## config.mk

```make
export PLATFORM = sky130hd
export DESIGN_NAME = cal_loop_seq
export DESIGN_NICKNAME = d
export VERILOG_FILES = /design/src/rtl/cal_loop_pkg.sv /design/src/rtl/cal_run_gate.sv /design/src/rtl/cal_step_fsm.sv /design/src/rtl/cal_status_regs.sv /design/src/rtl/cal_loop_seq.sv
export SDC_FILE = /design/constraint.sdc
export NUM_CORES = 1
export LEC_CHECK = 0
export BUFFER_PORTS_ARGS = -buffer_cell sky130_fd_sc_hd__buf_2
export CORE_AREA = 4 4 41 43
export DETAILED_ROUTE_END_ITERATION = 7
export DIE_AREA = 0 0 45 47
export PLACE_DENSITY = 0.6
export SETUP_SLACK_MARGIN = 0.2
export SKIP_LAST_GASP = 1
export SLEW_MARGIN = 25
export SYNTH_ARGS = -nofsm -noshare
export SYNTH_HDL_FRONTEND = slang
export SYNTH_HIERARCHICAL = 1
export SYNTH_SLANG_ARGS = --single-unit
export TNS_END_PERCENT = 10
```

## constraint.sdc

```tcl
create_clock -name clk -period 1.45 [get_ports clk]
set_input_delay 0.2175 -clock clk [delete_from_list [all_inputs] [get_ports clk]]
set_output_delay 0.2175 -clock clk [all_outputs]
set_load 0.05 [all_outputs]
```

## src/rtl/cal_loop_pkg.sv

```systemverilog
package cal_loop_pkg;

  typedef enum logic [1:0] {
    ST_IDLE  = 2'd0,
    ST_ISSUE = 2'd1,
    ST_WAIT  = 2'd2
  } seq_state_e;

  localparam logic MODE_OFFSET = 1'b0;
  localparam logic MODE_GAIN   = 1'b1;
  localparam logic CH_HORIZ    = 1'b1;
  localparam logic CH_VERT     = 1'b0;

endpackage

```

## src/rtl/cal_run_gate.sv

```systemverilog
module cal_run_gate #(
  parameter int OE_W = 2
) (
  input  logic            cfg_loaded,
  input  logic [OE_W-1:0] out_en,
  input  logic            stop_req,
  input  logic            ofs_en,
  input  logic            gain_en,
  output logic            run_ok
);
  localparam logic [OE_W-1:0] OE_ALL = {OE_W{1'b1}};

  logic outputs_on;
  logic any_kind;

  assign outputs_on = (out_en == OE_ALL);
  assign any_kind   = ofs_en | gain_en;
  assign run_ok     = cfg_loaded & outputs_on & ~stop_req & any_kind;
endmodule

```

## src/rtl/cal_step_fsm.sv

```systemverilog
module cal_step_fsm
  import cal_loop_pkg::*;
(
  input  logic clk,
  input  logic rst,
  input  logic run_ok,
  input  logic ofs_en,
  input  logic gain_en,
  input  logic step_done,
  output logic step_start,
  output logic mode_gain,
  output logic chan_horiz,
  output logic loop_active,
  output logic next_idle,
  output logic round_done
);
  seq_state_e state_q, state_d;
  logic       mode_q, mode_d;
  logic       chan_q, chan_d;
  logic       first_kind;

  // First enabled kind of a round: offset wins when enabled.
  assign first_kind = ofs_en ? MODE_OFFSET : MODE_GAIN;

  always_comb begin
    state_d    = state_q;
    mode_d     = mode_q;
    chan_d     = chan_q;
    round_done = 1'b0;
    if (!run_ok) begin
      state_d = ST_IDLE;
      mode_d  = MODE_OFFSET;
      chan_d  = CH_HORIZ;
    end else begin
      case (state_q)
        ST_IDLE: begin
          state_d = ST_ISSUE;
          mode_d  = first_kind;
          chan_d  = CH_HORIZ;
        end
        ST_ISSUE: state_d = ST_WAIT;
        ST_WAIT: begin
          if (step_done) begin
            state_d = ST_ISSUE;
            if (chan_q == CH_HORIZ) begin
              chan_d = CH_VERT;
            end else begin
              chan_d = CH_HORIZ;
              if (mode_q == MODE_OFFSET) begin
                mode_d     = gain_en ? MODE_GAIN : MODE_OFFSET;
                round_done = ~gain_en;
              end else begin
                mode_d     = first_kind;
                round_done = 1'b1;
              end
            end
          end
        end
        default: state_d = ST_IDLE;
      endcase
    end
  end

  always_ff @(posedge clk) begin
    if (rst) begin
      state_q <= ST_IDLE;
      mode_q  <= MODE_OFFSET;
      chan_q  <= CH_HORIZ;
    end else begin
      state_q <= state_d;
      mode_q  <= mode_d;
      chan_q  <= chan_d;
    end
  end

  assign step_start  = (state_q == ST_ISSUE);
  assign loop_active = (state_q != ST_IDLE);
  assign next_idle   = (state_d == ST_IDLE);
  assign mode_gain   = mode_q;
  assign chan_horiz  = chan_q;
endmodule

```

## src/rtl/cal_status_regs.sv

```systemverilog
module cal_status_regs #(
  parameter int RU_W = 2
) (
  input  logic            clk,
  input  logic            rst,
  input  logic            next_idle,
  input  logic            round_done,
  input  logic [RU_W-1:0] host_ru,
  output logic [RU_W-1:0] ram_upd_en,
  output logic            first_pending
);
  localparam logic [RU_W-1:0] RU_BLOCKED = {RU_W{1'b0}};

  always_ff @(posedge clk) begin
    if (rst) begin
      first_pending <= 1'b1;
      ram_upd_en    <= RU_BLOCKED;
    end else begin
      if (round_done) first_pending <= 1'b0;
      ram_upd_en <= next_idle ? host_ru : RU_BLOCKED;
    end
  end
endmodule

```

## src/rtl/cal_loop_seq.sv

```systemverilog
module cal_loop_seq #(
  parameter int OE_W = 2,
  parameter int RU_W = 2
) (
  input  logic            clk,
  input  logic            rst,
  input  logic            cfg_loaded,
  input  logic [OE_W-1:0] out_en,
  input  logic            stop_req,
  input  logic            ofs_en,
  input  logic            gain_en,
  input  logic [RU_W-1:0] host_ru,
  input  logic            step_done,
  output logic            step_start,
  output logic            mode_gain,
  output logic            chan_horiz,
  output logic [RU_W-1:0] ram_upd_en,
  output logic            first_pending,
  output logic            loop_active
);
  logic run_ok;
  logic next_idle;
  logic round_done;

  cal_run_gate #(.OE_W(OE_W)) u_gate (
    .cfg_loaded (cfg_loaded),
    .out_en     (out_en),
    .stop_req   (stop_req),
    .ofs_en     (ofs_en),
    .gain_en    (gain_en),
    .run_ok     (run_ok)
  );

  cal_step_fsm u_fsm (
    .clk         (clk),
    .rst         (rst),
    .run_ok      (run_ok),
    .ofs_en      (ofs_en),
    .gain_en     (gain_en),
    .step_done   (step_done),
    .step_start  (step_start),
    .mode_gain   (mode_gain),
    .chan_horiz  (chan_horiz),
    .loop_active (loop_active),
    .next_idle   (next_idle),
    .round_done  (round_done)
  );

  cal_status_regs #(.RU_W(RU_W)) u_status (
    .clk           (clk),
    .rst           (rst),
    .next_idle     (next_idle),
    .round_done    (round_done),
    .host_ru       (host_ru),
    .ram_upd_en    (ram_upd_en),
    .first_pending (first_pending)
  );
endmodule

```

## Yosys cells after proc, flatten, opt, wreduce, memory -nomap -nowiden

Cells that the tools add are included.

- Flip-flop bits (word level): 7
- Bits of input ports: 11
- Output and inout bits: 7
- Logic and storage cells: 43

- Equal/unequal tests: 5
- Mux-type cells: 17
- Bitwise logic cells: 8
- Reduce and logical (&&, ||, !) cells: 8

Operators by type and width:

| kind | number |
|---|---|
| $mux 1 | 12 |
| $pmux 2 s3 | 1 |
| $eq 2x2->1 const B | 2 |
| $logic_not 2->1 | 2 |
| $mux 2 | 2 |
| $ne 2x2->1 const B | 2 |
| $not 1->1 | 4 |
| $pmux 1 s2 | 2 |
| $reduce_bool 2->1 | 2 |
| $reduce_or 2->1 | 2 |
| $and 1x1->1 | 3 |
| $reduce_and 3->1 | 1 |
| $eq 2x1->1 const B | 1 |
| $reduce_and 2->1 | 1 |
| $or 1x1->1 | 1 |

## Logic depth before layout (Yosys ltp)

- Word-level depth: 8
- Depth in mapped cells: 5
- Gate-level depth less buffers: 5

## Cells and area by module

The synthesis kept the hierarchy.

By module, submodules not included:

| module | times used | cells each | area each (um^2) | seq. area each (um^2) |
|---|---|---|---|---|
| cal_step_fsm | 1 | 30 | 232.7 | 80.1 |
| cal_status_regs | 1 | 7 | 88.8 | 60.1 |
| cal_run_gate | 1 | 3 | 16.3 | 0.0 |

## Worst setup path after synthesis

No wires, ideal clock.

- Path kind: register to register
- Start: register u_fsm.state_q[1]
- End: register u_fsm.state_q[1]
- Setup time: 66 ps
- Arrival: 1364 ps
- Required time: 1384 ps
- Slack: 20 ps
- Cell stages (with the launch flop): 5
- Buffers on the path: 1
- Clock period less this slack: 1430 ps
- Cell sequence: dfxtp_1 -> buf_2 -> nor2b_1 -> nor2_1 -> nor2_1

- Cells in the longest elaborated chain, start to end: 3
- Elaborated cells on any way between the ends: 6
- Classes of those cells: 2 x eq/ne; 3 x mux; 1 x reduce/logical

Ends and longest elaborated chain:

| element | RTL line | source |
|---|---|---|
| from (decl) | cal_step_fsm.sv:17 | `seq_state_e state_q, state_d;` |
| from (signal assigned) | cal_step_fsm.sv:70 | `state_q <= state_d;` |
| $eq 2x1->1 | - |  |
| net step_start | cal_loop_seq.sv:14 | `output logic step_start,` |
| $pmux 2 s3 | cal_step_fsm.sv:35 | `case (state_q)` |
| $mux 2 | cal_step_fsm.sv:30 | `if (!run_ok) begin` |

The timed path passes the listed nets, and every way through them passes these cells.
A chain may end at the register's enable or synchronous reset.

## Final worst setup path

- Start: register u_fsm.state_q[0]
- End: output port loop_active

- Cells in the longest elaborated chain, start to end: 1

Ends and longest elaborated chain:

| element | RTL line | source |
|---|---|---|
| $reduce_bool 2->1 | cal_step_fsm.sv:77 | `assign loop_active = (state_q != ST_IDLE);` |
| to (decl) | cal_loop_seq.sv:19 | `output logic loop_active` |

No other way between the ends.

==> metrics.txt <==
Min-Delay Path Depth 2; final hold viol count 0; clock share of power between 40 and 50%; min-delay src rst; R2R depth 5; critical path data arrival time 1.01 ns; Synth Net Count 51; Cell variety after synth 18; Setup crit end kind output port; post-synthesis sequential element count 7; fin crit share 84.5%; GRT Residual Overflow 0; worst-path maximum fanout 6; run status finished, final reports clean; clock tree sinks 7; sequential-to-total area share from yosys stat roughly two fifths; Layout Cells excl Fill 79; Peak supply drop roughly 0.40 mV; CTS H-tree lvls 1; sw power 0.106 mW; worst hold slack 0.199 ns; Slew Limit Fails 0; row cnt 13; Worst Hold Endpoint u_status/first_pending; RR Endpoint u_status/first_pending; gr usage total about a tenth; total negative slack 0 ns; RSZ-0062 raised after global routing yes; pwr/cell area just over 800 nW/um^2; R2R Path Start u_fsm/state_q[1]; Initial Util between 20 and 30%; Worst Skew 0.0117 ns; final wirelength 816 microns; Die H 47 microns; vias in the first global route 362; via count 356; Top Ports 18; clock transition at the registers of the reported paths 0.06 ns; Area Overhead vs Synth 55.2%; Hold WC Path Type in2reg; final net count 76; largest net degree at the start of global routing 7; crit path time final 1.23 ns; Max-Cap Viols 0; switching part of the total 24.8%; Req. time, crit path around 1.2 ns; initial DRC count 4; sequential power share 45.5%; CTS tree done; insertion delay to the later sink of the worst-skew pair around 0.25 ns; area of the multi-input gates ~200 sq um; DR vias/cell 4.51; flop-to-flop setup slack 0.25 ns; Synth Area per Inst 8.45 sq um; FILL cells 150; placed insts between 70 and 80; Synth Cell Area 338 sq um; Crit Path Class reg2out; Die X 45 microns; clk buf depth 2; PortBufs 17; Core ar. 1300 sq um; Comb power frac 12.4%; DR pass1 iterations 4; relative slew slack 83.4%; WL/cell 10.3 microns; Leak 0.248 nW; number of antenna diodes 0; maximum clock frequency slightly above 800 MHz; register area roughly 150 sq um; Root Driver clkbuf_4; fraction of layout cells with a size suffix above 1 46.9%; Cell Int Power 0.321 mW; Detail Route Antenna Nets 0; Least-Margin Pin Slew 0.251 ns; drt drc 0; routability cong. 0.711; Gate Count Post-Synth 40; die area 2120 sq um; final setup vio count 0; hold_buf cts 0; antenna violations before repair 0; TritonCTS buffer count 3; synth warn 6; critical path launch point type flip-flop; global-route wire length before repair roughly 1400 microns
[how the worst max path moves through the flow]
stage / cells after the start / end / startpoint / slack [ns]
after global placement: 6 / u_fsm/mode_gain / stop_req / 0.16
after floorplan: 4 / u_status/first_pending / u_fsm/mode_gain / 0.10
after global routing: 5 / u_status/first_pending / u_fsm/state_q[1] / 0.18
final: 2 / loop_active / u_fsm/state_q[0] / 0.22
after CTS: 2 / loop_active / u_fsm/state_q[0] / 0.22
after detailed placement: 6 / u_status/first_pending / stop_req / 0.14
[timing repair]
item	CTS	global route
buffers inserted	4	0
endpoints found under the setup margin	3	2
gates cloned	0	0
resized for setup	9	1
[cell families (layout without fill, tap and decap cells)]
group / Yosys count / in the layout / share of synthesized area (%)
AO/OA/AOI/OAI: 7 / 7 / 15.9
flip-flops: 7 / 7 / 41.5
buffers and inverters: 3 / 27 / 3.70
AND/OR/NAND/NOR: 23 / 23 / 38.9
[placed cells by master, fill, tap and decap left out]
master,instances
nand2b_1,3
nand3b_1,1
nor2b_1,2
and3b_1,2
dfxtp_4,2
nand2_1,4
dfxtp_1,5
buf_4,5
a21oi_1,2
clkbuf_4,3
inv_1,2
clkbuf_1,1
nor3b_1,1
o211ai_1,1
buf_8,1
a21o_1,2
nand4b_1,1
nor2_1,6
o22ai_2,1
nor4b_2,1
buf_2,15
a211o_1,1
nor2b_2,1
or2_4,1
[power by group through the flow]
stage / Combinational (mW) / Clock [mW] / Sequential, mW
after floorplan: 0.0166 / 0 / 0.214
after global placement: 0.0492 / 0 / 0.202
after detailed placement: 0.0503 / 0 / 0.202
after CTS: 0.0528 / 0.184 / 0.194
after global routing: 0.0572 / 0.203 / 0.195
final: 0.0527 / 0.180 / 0.194
[Yosys cell counts (all sizes together)]
cell type  count  area share [%]
nand4b         1             2.6
nand3b         1             2.2
o211ai         1             2.2
inv            2             2.2
a21o           2             4.4
nor2b          3             5.6
nand2b         3             5.6
and3b          2             5.2
nor2           6             6.7
o22ai          1             3.7
nand2          4             4.4
a21oi          2             3.0
dfxtp          7              41
nor4b          1             2.6
or2            1             1.9
buf            1             1.5
a211o          1             2.6
nor3b          1             2.2
[worst max-delay path: stages, from the launching register on]
cell and delay, ns:
dfxtp_4 0.36, or2_4 0.25, buf_8 0.15
[area by class of cell]
class | instances | area share (%)
Clock buffer | 4 | 5.01
Inverter | 2 | 1.43
Multi-Input combinational cell | 30 | 37.5
Sequential cell | 7 | 28.2
Tap cell | 15 | 3.58
Timing Repair Buffer | 21 | 24.3
[metal layers]
metal	part of all wire, %	routed length (microns)	track usage (%)
met5	0	0	0
met4	1.6	13	7.02
met3	8.1	66	2.30
met2	44	363	13.6
met1	46	373	11.9
[through the flow]
step	setup WS [ns]	total power, mW	utilization, %	area (sq um)
6_report	0.224	0.426	40.3	524
4_1_cts	0.219	0.431	39.8	518
3_5_place_dp	0.142	0.252	33.8	439
5_1_grt	0.177	0.455	40.3	524
2_1_floorplan	0.102	0.230	-	340
3_3_place_gp	0.163	0.251	33.8	439
[sequential cells by signal, summed over array words and instances (netlist names)]
signal and count:
u_fsm/chan_horiz 1, u_fsm/mode_gain 1, u_fsm/state_q 2, u_status/first_pending 1, u_status/ram_upd_en 2
Note: power is estimated with default switching activity, not from simulation.
